File: src/rtl/strap_cfg_pkg.sv
// Package: shared strap bundle for the configuration controller.
// Assumes every member is a single-bit level pin sampled asynchronously.
package strap_cfg_pkg;
    typedef struct packed {
        logic an_en;
        logic cfg0;
        logic cfg1;
        logic cfg2;
        logic fd_all;
        logic fd_fiber;
        logic scr_byp;
    } glob_pins_t;

    localparam int GLOB_W = $bits(glob_pins_t);
endpackage

File: src/rtl/strap_sync.sv
// Module: multi-stage synchronizer for a vector of asynchronous pins.
// Assumes STAGES >= 2. Every bit is synchronized on its own, and bits are
// not kept coherent with each other. The output resets to 0.
module strap_sync #(
    parameter int W      = 8,
    parameter int STAGES = 2
) (
    input  logic         clk,
    input  logic         rst_n,
    input  logic [W-1:0] d_async,
    output logic [W-1:0] q_sync
);
    logic [STAGES-1:0][W-1:0] stage_q;

    // Purpose: first stage captures the raw pins.
    always_ff @(posedge clk) begin
        if (!rst_n) stage_q[0] <= '0;
        else        stage_q[0] <= d_async;
    end

    // Purpose: each further stage copies the stage before it.
    for (genvar s = 1; s < STAGES; s++) begin : g_stage
        always_ff @(posedge clk) begin
            if (!rst_n) stage_q[s] <= '0;
            else        stage_q[s] <= stage_q[s-1];
        end
    end

    assign q_sync = stage_q[STAGES-1];
endmodule

File: src/rtl/strap_edge.sv
// Module: rising-edge detector that waits after reset before it arms.
// Assumes ARM_CYC is the synchronizer depth + 1. Until then the previous-value
// flop is still loading the first real level, so no edge is reported.
module strap_edge #(
    parameter int ARM_CYC = 3
) (
    input  logic clk,
    input  logic rst_n,
    input  logic lvl,
    output logic rise
);
    localparam int CW = $clog2(ARM_CYC + 1);

    logic [CW-1:0] arm_cnt;
    logic          armed;
    logic          lvl_prev;

    assign armed = (arm_cnt == CW'(ARM_CYC));

    // Purpose: count the edges after reset until the detector may arm.
    always_ff @(posedge clk) begin
        if (!rst_n)      arm_cnt <= '0;
        else if (!armed) arm_cnt <= arm_cnt + 1'b1;
    end

    // Purpose: keep the level from the previous cycle.
    always_ff @(posedge clk) begin
        if (!rst_n) lvl_prev <= 1'b0;
        else        lvl_prev <= lvl;
    end

    assign rise = armed & lvl & ~lvl_prev;
endmodule

File: src/rtl/strap_restart.sv
// Module: restart strobe and per-port self-clearing restart bits.
// Assumes trig is a single-cycle request. A new request wins over a
// completion that arrives in the same cycle.
module strap_restart #(
    parameter int NPORTS = 4
) (
    input  logic              clk,
    input  logic              rst_n,
    input  logic              trig,
    input  logic [NPORTS-1:0] done,
    output logic              pulse,
    output logic [NPORTS-1:0] bits
);
    // Purpose: register the one-clock restart strobe.
    always_ff @(posedge clk) begin
        if (!rst_n) pulse <= 1'b0;
        else        pulse <= trig;
    end

    for (genvar p = 0; p < NPORTS; p++) begin : g_port
        // Purpose: set the port's restart bit on request, clear it on completion.
        always_ff @(posedge clk) begin
            if (!rst_n)       bits[p] <= 1'b0;
            else if (trig)    bits[p] <= 1'b1;
            else if (done[p]) bits[p] <= 1'b0;
        end
    end
endmodule

File: src/rtl/strap_port_mode.sv
// Module: per-port scrambler and duplex decode.
// Assumes every input is already synchronized. Purely combinational.
module strap_port_mode #(
    parameter int NPORTS = 4
) (
    input  logic              fx_global,
    input  logic [NPORTS-1:0] port_fx,
    input  logic              scr_pin,
    input  logic              fd_all,
    input  logic              fd_fiber,
    output logic [NPORTS-1:0] scr_bypass,
    output logic [NPORTS-1:0] duplex_full
);
    for (genvar p = 0; p < NPORTS; p++) begin : g_port
        logic is_fiber;
        // Purpose: a port is fiber through its own select or the global force.
        assign is_fiber       = port_fx[p] | fx_global;
        // Purpose: fiber forces the bypass; twisted pair follows the strap.
        assign scr_bypass[p]  = is_fiber | scr_pin;
        // Purpose: the fiber-only duplex strap acts on fiber ports alone.
        assign duplex_full[p] = fd_all | (fd_fiber & is_fiber);
    end
endmodule

File: src/rtl/strap_cfg_ctrl.sv
// Module: top of the strap-pin configuration controller.
// Assumes every strap is asynchronous and restart_done is synchronous to clk.
// The forced-mode bits and the advertisement selects are mutually exclusive,
// chosen by the synchronized auto-negotiation enable.
module strap_cfg_ctrl
    import strap_cfg_pkg::*;
#(
    parameter int NPORTS      = 4,
    parameter int SYNC_STAGES = 2
) (
    input  logic              clk,
    input  logic              rst_n,
    input  logic              an_en_pin,
    input  logic              cfg0_pin,
    input  logic              cfg1_pin,
    input  logic              cfg2_pin,
    input  logic              fd_all_pin,
    input  logic              fd_fiber_pin,
    input  logic              scr_byp_pin,
    input  logic [NPORTS-1:0] port_fx_pin,
    input  logic [NPORTS-1:0] restart_done,
    output logic              speed_100,
    output logic [NPORTS-1:0] restart_bit,
    output logic              restart_pulse,
    output logic              link_test_dis,
    output logic              fx_sel_bit,
    output logic [NPORTS-1:0] scr_bypass,
    output logic [NPORTS-1:0] duplex_full,
    output logic              adv_sel1,
    output logic              adv_sel2,
    output logic              adv_fd
);
    localparam int SYNC_W  = GLOB_W + NPORTS;
    localparam int ARM_CYC = SYNC_STAGES + 1;

    glob_pins_t        pins_raw;
    glob_pins_t        pins_s;
    logic [SYNC_W-1:0] sync_in;
    logic [SYNC_W-1:0] sync_out;
    logic [NPORTS-1:0] port_fx_s;
    logic              an_s;
    logic              fd_all_s;
    logic              cfg0_rise;
    logic              restart_trig;

    // Purpose: bundle the global straps and the per-port selects for synchronizing.
    always_comb begin
        pins_raw.an_en    = an_en_pin;
        pins_raw.cfg0     = cfg0_pin;
        pins_raw.cfg1     = cfg1_pin;
        pins_raw.cfg2     = cfg2_pin;
        pins_raw.fd_all   = fd_all_pin;
        pins_raw.fd_fiber = fd_fiber_pin;
        pins_raw.scr_byp  = scr_byp_pin;
        sync_in           = {pins_raw, port_fx_pin};
    end

    strap_sync #(.W(SYNC_W), .STAGES(SYNC_STAGES)) u_sync (
        .clk    (clk),
        .rst_n  (rst_n),
        .d_async(sync_in),
        .q_sync (sync_out)
    );

    assign pins_s    = sync_out[SYNC_W-1 -: GLOB_W];
    assign port_fx_s = sync_out[NPORTS-1:0];
    assign an_s      = pins_s.an_en;
    assign fd_all_s  = pins_s.fd_all;

    strap_edge #(.ARM_CYC(ARM_CYC)) u_edge (
        .clk  (clk),
        .rst_n(rst_n),
        .lvl  (pins_s.cfg0),
        .rise (cfg0_rise)
    );

    // Purpose: a strap-0 edge restarts negotiation only while it is enabled.
    assign restart_trig = cfg0_rise & an_s;

    strap_restart #(.NPORTS(NPORTS)) u_restart (
        .clk  (clk),
        .rst_n(rst_n),
        .trig (restart_trig),
        .done (restart_done),
        .pulse(restart_pulse),
        .bits (restart_bit)
    );

    // Purpose: the forced-mode bits apply only with negotiation off.
    always_comb begin
        speed_100     = ~an_s & pins_s.cfg0;
        link_test_dis = ~an_s & pins_s.cfg1;
        fx_sel_bit    = ~an_s & pins_s.cfg2;
    end

    // Purpose: the advertisement selects apply only with negotiation on.
    always_comb begin
        adv_sel1 = an_s & pins_s.cfg1;
        adv_sel2 = an_s & pins_s.cfg2;
        adv_fd   = an_s & pins_s.fd_all;
    end

    strap_port_mode #(.NPORTS(NPORTS)) u_port_mode (
        .fx_global  (fx_sel_bit),
        .port_fx    (port_fx_s),
        .scr_pin    (pins_s.scr_byp),
        .fd_all     (pins_s.fd_all),
        .fd_fiber   (pins_s.fd_fiber),
        .scr_bypass (scr_bypass),
        .duplex_full(duplex_full)
    );
endmodule

File: config.mk
export PLATFORM = sky130hd
export DESIGN_NAME = strap_cfg_ctrl
export DESIGN_NICKNAME = d
export VERILOG_FILES = /design/src/rtl/strap_cfg_pkg.sv /design/src/rtl/strap_sync.sv /design/src/rtl/strap_edge.sv /design/src/rtl/strap_restart.sv /design/src/rtl/strap_port_mode.sv /design/src/rtl/strap_cfg_ctrl.sv
export SDC_FILE = /design/constraint.sdc
export NUM_CORES = 1
export LEC_CHECK = 0
export ABC_AREA = 1
export BUFFER_PORTS_ARGS = -buffer_cell sky130_fd_sc_hd__buf_2
export CAP_MARGIN = 20
export CORE_MARGIN = 3
export CORE_UTILIZATION = 33
export DETAILED_ROUTE_END_ITERATION = 10
export SYNTH_ARGS = -nofsm -noshare
export SYNTH_HDL_FRONTEND = slang
export SYNTH_HIERARCHICAL = 1
export SYNTH_SLANG_ARGS = --single-unit
export TNS_END_PERCENT = 10
File: constraint.sdc
create_clock -name clk -period 1.3 [get_ports clk]
set_input_delay 0.065 -clock clk [delete_from_list [all_inputs] [get_ports clk]]
set_output_delay 0.065 -clock clk [all_outputs]
set_load 0.03 [all_outputs]
==> metrics <==
run status=complete, but fails checks; violated checks=setup timing; vias post-DR=approximately 900; CTS Root Buffer Type=clkbuf_4; post-synthesis compound-gate area fraction=0.0179; DRC=0; first-pass GRT wire length=roughly 3 mm; Synth Area in Simple Gates=0.211; Reg area=between 600 and 700 um^2; LEAKAGE=roughly 0.99 nW; vias in the first global route=approximately 760; dpl cell area=between 0.001 and 0.0015 mm^2; GRT Residual Overflow=0; Yosys Warn Count=6; Yosys cell types=11; clock sinks=30; final instance area=between 0.0015 and 0.002 mm^2; First DRT Iteration DRCs=31; dpl ws=around 0.23 ns; Synth Area in Adders=0.0112; Rel. slew slack=0.668; initial antenna violation count=0; Worst Path Class, Setup=reg -> out; Worst-path clk slew=~0.080 ns; syn nets=roughly 170; Synth Area per Inst=between 7 and 8 um^2; pin count of the biggest net entering global routing=31; Ports=36; fmax=just under 800 MHz; per-cell routed wire length=between 8 and 9 um; Worst Setup Start Kind=flop; R2R depth=7; count of state elements after synthesis=30; TNS Setup=-0.00104 ns; Final GP Congestion=0.714; worst hold path class=in -> reg; placed cell count=215; post-route minimum period=approximately 1.3 ns; hold path depth=3; Starting Density=0.356; Total GRT Usage=0.0986; measured slew at the worst slew-check pin=between 0.4 and 0.5 ns; Skew-Pair Late Insertion Delay=about 0.31 ns; row cnt=20; # fillers=about 330; share of cells above drive strength 1=0.270; VDD IR max=0.675 mV; CTS Buf Count=5; multi-input combinational cell area=282 um^2; worst path arrival time=1.24 ns; Final Hold Fails=0; met2 wire length=905 um; WP data required=roughly 1.2 ns; Core Region=0.00315 mm^2; ANT nets after route=0; post-synthesis cell area=around 0.0011 mm^2; CTS Buffer Depth=2; top layer in use=met4; Antenna Cells=0; crit end category=primary output; Die H=approximately 64 um; CTS tree=yes; Post-Syn Instances=around 150; met3 WL=122 um; Max-Cap Viols=0; mux contribution to synthesized area=0; post-synthesis sequential area ratio=0.536; fin. max-slew vios=0; final-stage net count=about 210; PD cells=~1200 mW/mm^2; Setup Viol. Count Final=1; vias per std cell=approximately 3.8; Area Overhead vs Synth=39.8%; RSZ-0062 raised after global routing=yes; chip width=between 60 and 70 um; die area=0.00413 mm^2; Port Buf Inserts=35; CTS HTree Levels=2; final worst slack=-0.00104 ns; Final Skew=roughly 0.0049 ns; XOR/XNOR Fraction of Synth Area=0; main combinational cell family by area after synthesis=buffers and inverters; WL met1=between 800 and 900 um; period utilisation layout=1.00; Post-Layout Cell Count=240; Pre-Repair DR Iteration Count=4; critical path fanouts, max=6; final wirelength=1.92 mm; DP HPWL=between 1 and 1.5 mm
==> through the flow <==
stage / hold slack [ns] / total power, mW / util
2_1_floorplan: 0.158 / 1.15 / -
3_3_place_gp: 0.252 / 1.19 / 0.398
3_5_place_dp: 0.251 / 1.20 / 0.398
4_1_cts: 0.190 / 1.89 / 0.473
5_1_grt: 0.219 / 2.01 / 0.497
6_report: 0.195 / 1.90 / 0.497
==> area by class of cell <==
type	count	share of cell area
repair buffers	53	0.258
well taps	44	0.0351
multi-input cells	66	0.180
clock buffers	8	0.0503
flip-flops and latches	30	0.384
inverters	39	0.0934
==> critical path, stage by stage, from the launching register on <==
cell,delay [ns]
dfxtp_2,0.34
inv_2,0.04
nor2_4,0.16
buf_6,0.13
nor2_1,0.04
nand2_1,0.08
buf_6,0.13
==> state kept, by name (all words and copies together) (netlist names) <==
name,flops
u_edge/arm_cnt,2
u_edge/lvl_prev,1
u_restart/bits,4
u_restart/pulse,1
u_sync/q_sync,11
u_sync/stage_q,11
==> synth_stat cells <==
cell	count	area, um^2
buf_6	2	22.5
o21ai_1	4	20.0
nand3_1	4	20.0
inv_1	38	143
dfxtp_1	30	601
nand2_1	44	165
nand2_2	1	6.26
ha_1	1	12.5
inv_2	1	3.75
buf_4	11	82.6
nor2_1	12	45.0
==> worst paths after layout <==
check	from	end	slack [ns]
worst max-delay path	u_sync/q_sync[7]	scr_bypass[2]	-0.001
worst min-delay path	rst_n	u_sync/q_sync[7]	0.19
worst max register to register	u_edge/arm_cnt[0]	u_restart/bits[3]	0.20
worst min register to register	u_sync/stage_q[1]	u_sync/q_sync[1]	0.42
==> placed cells by master, fill, tap and decap left out, drive strengths merged <==
cell	synthesis	final
inv	39	39
nand2	45	45
dlygate4sd3	0	15
nor2	12	12
dfxtp	30	30
o21ai	4	4
buf	13	38
ha	1	1
nand3	4	4
clkbuf	0	8
==> where the power goes <==
group	leakage (nW)	switching [mW]	internal, mW
combinational	0.701	0.134	0.124
sequential	0.248	0.0202	0.964
clock	0.0446	0.289	0.369
==> kinds of logic (layout without fill, tap and decap cells) <==
logic type	count (synthesis)	after routing
simple gates	61	61
buf+inv	52	100
flops	30	30
compound gates	4	4
fa+ha+maj	1	1
==> metal layers <==
layer,up-vias,GRT usage
met5,-,0
met3,3,0.0334
met1,377,0.113
met2,32,0.152
li1,497,-
met4,0,0.0712
==> timing repair <==
item,4_1_cts,5_1_grt
buffers inserted,0,2
endpoints found under the hold margin,15,0
setup endpoints to repair,8,11
hold buffers,15,0
cloned,0,0
pin swaps,0,1
resized for setup,2,32
No activity file was read; power rests on OpenSTA's default activity.
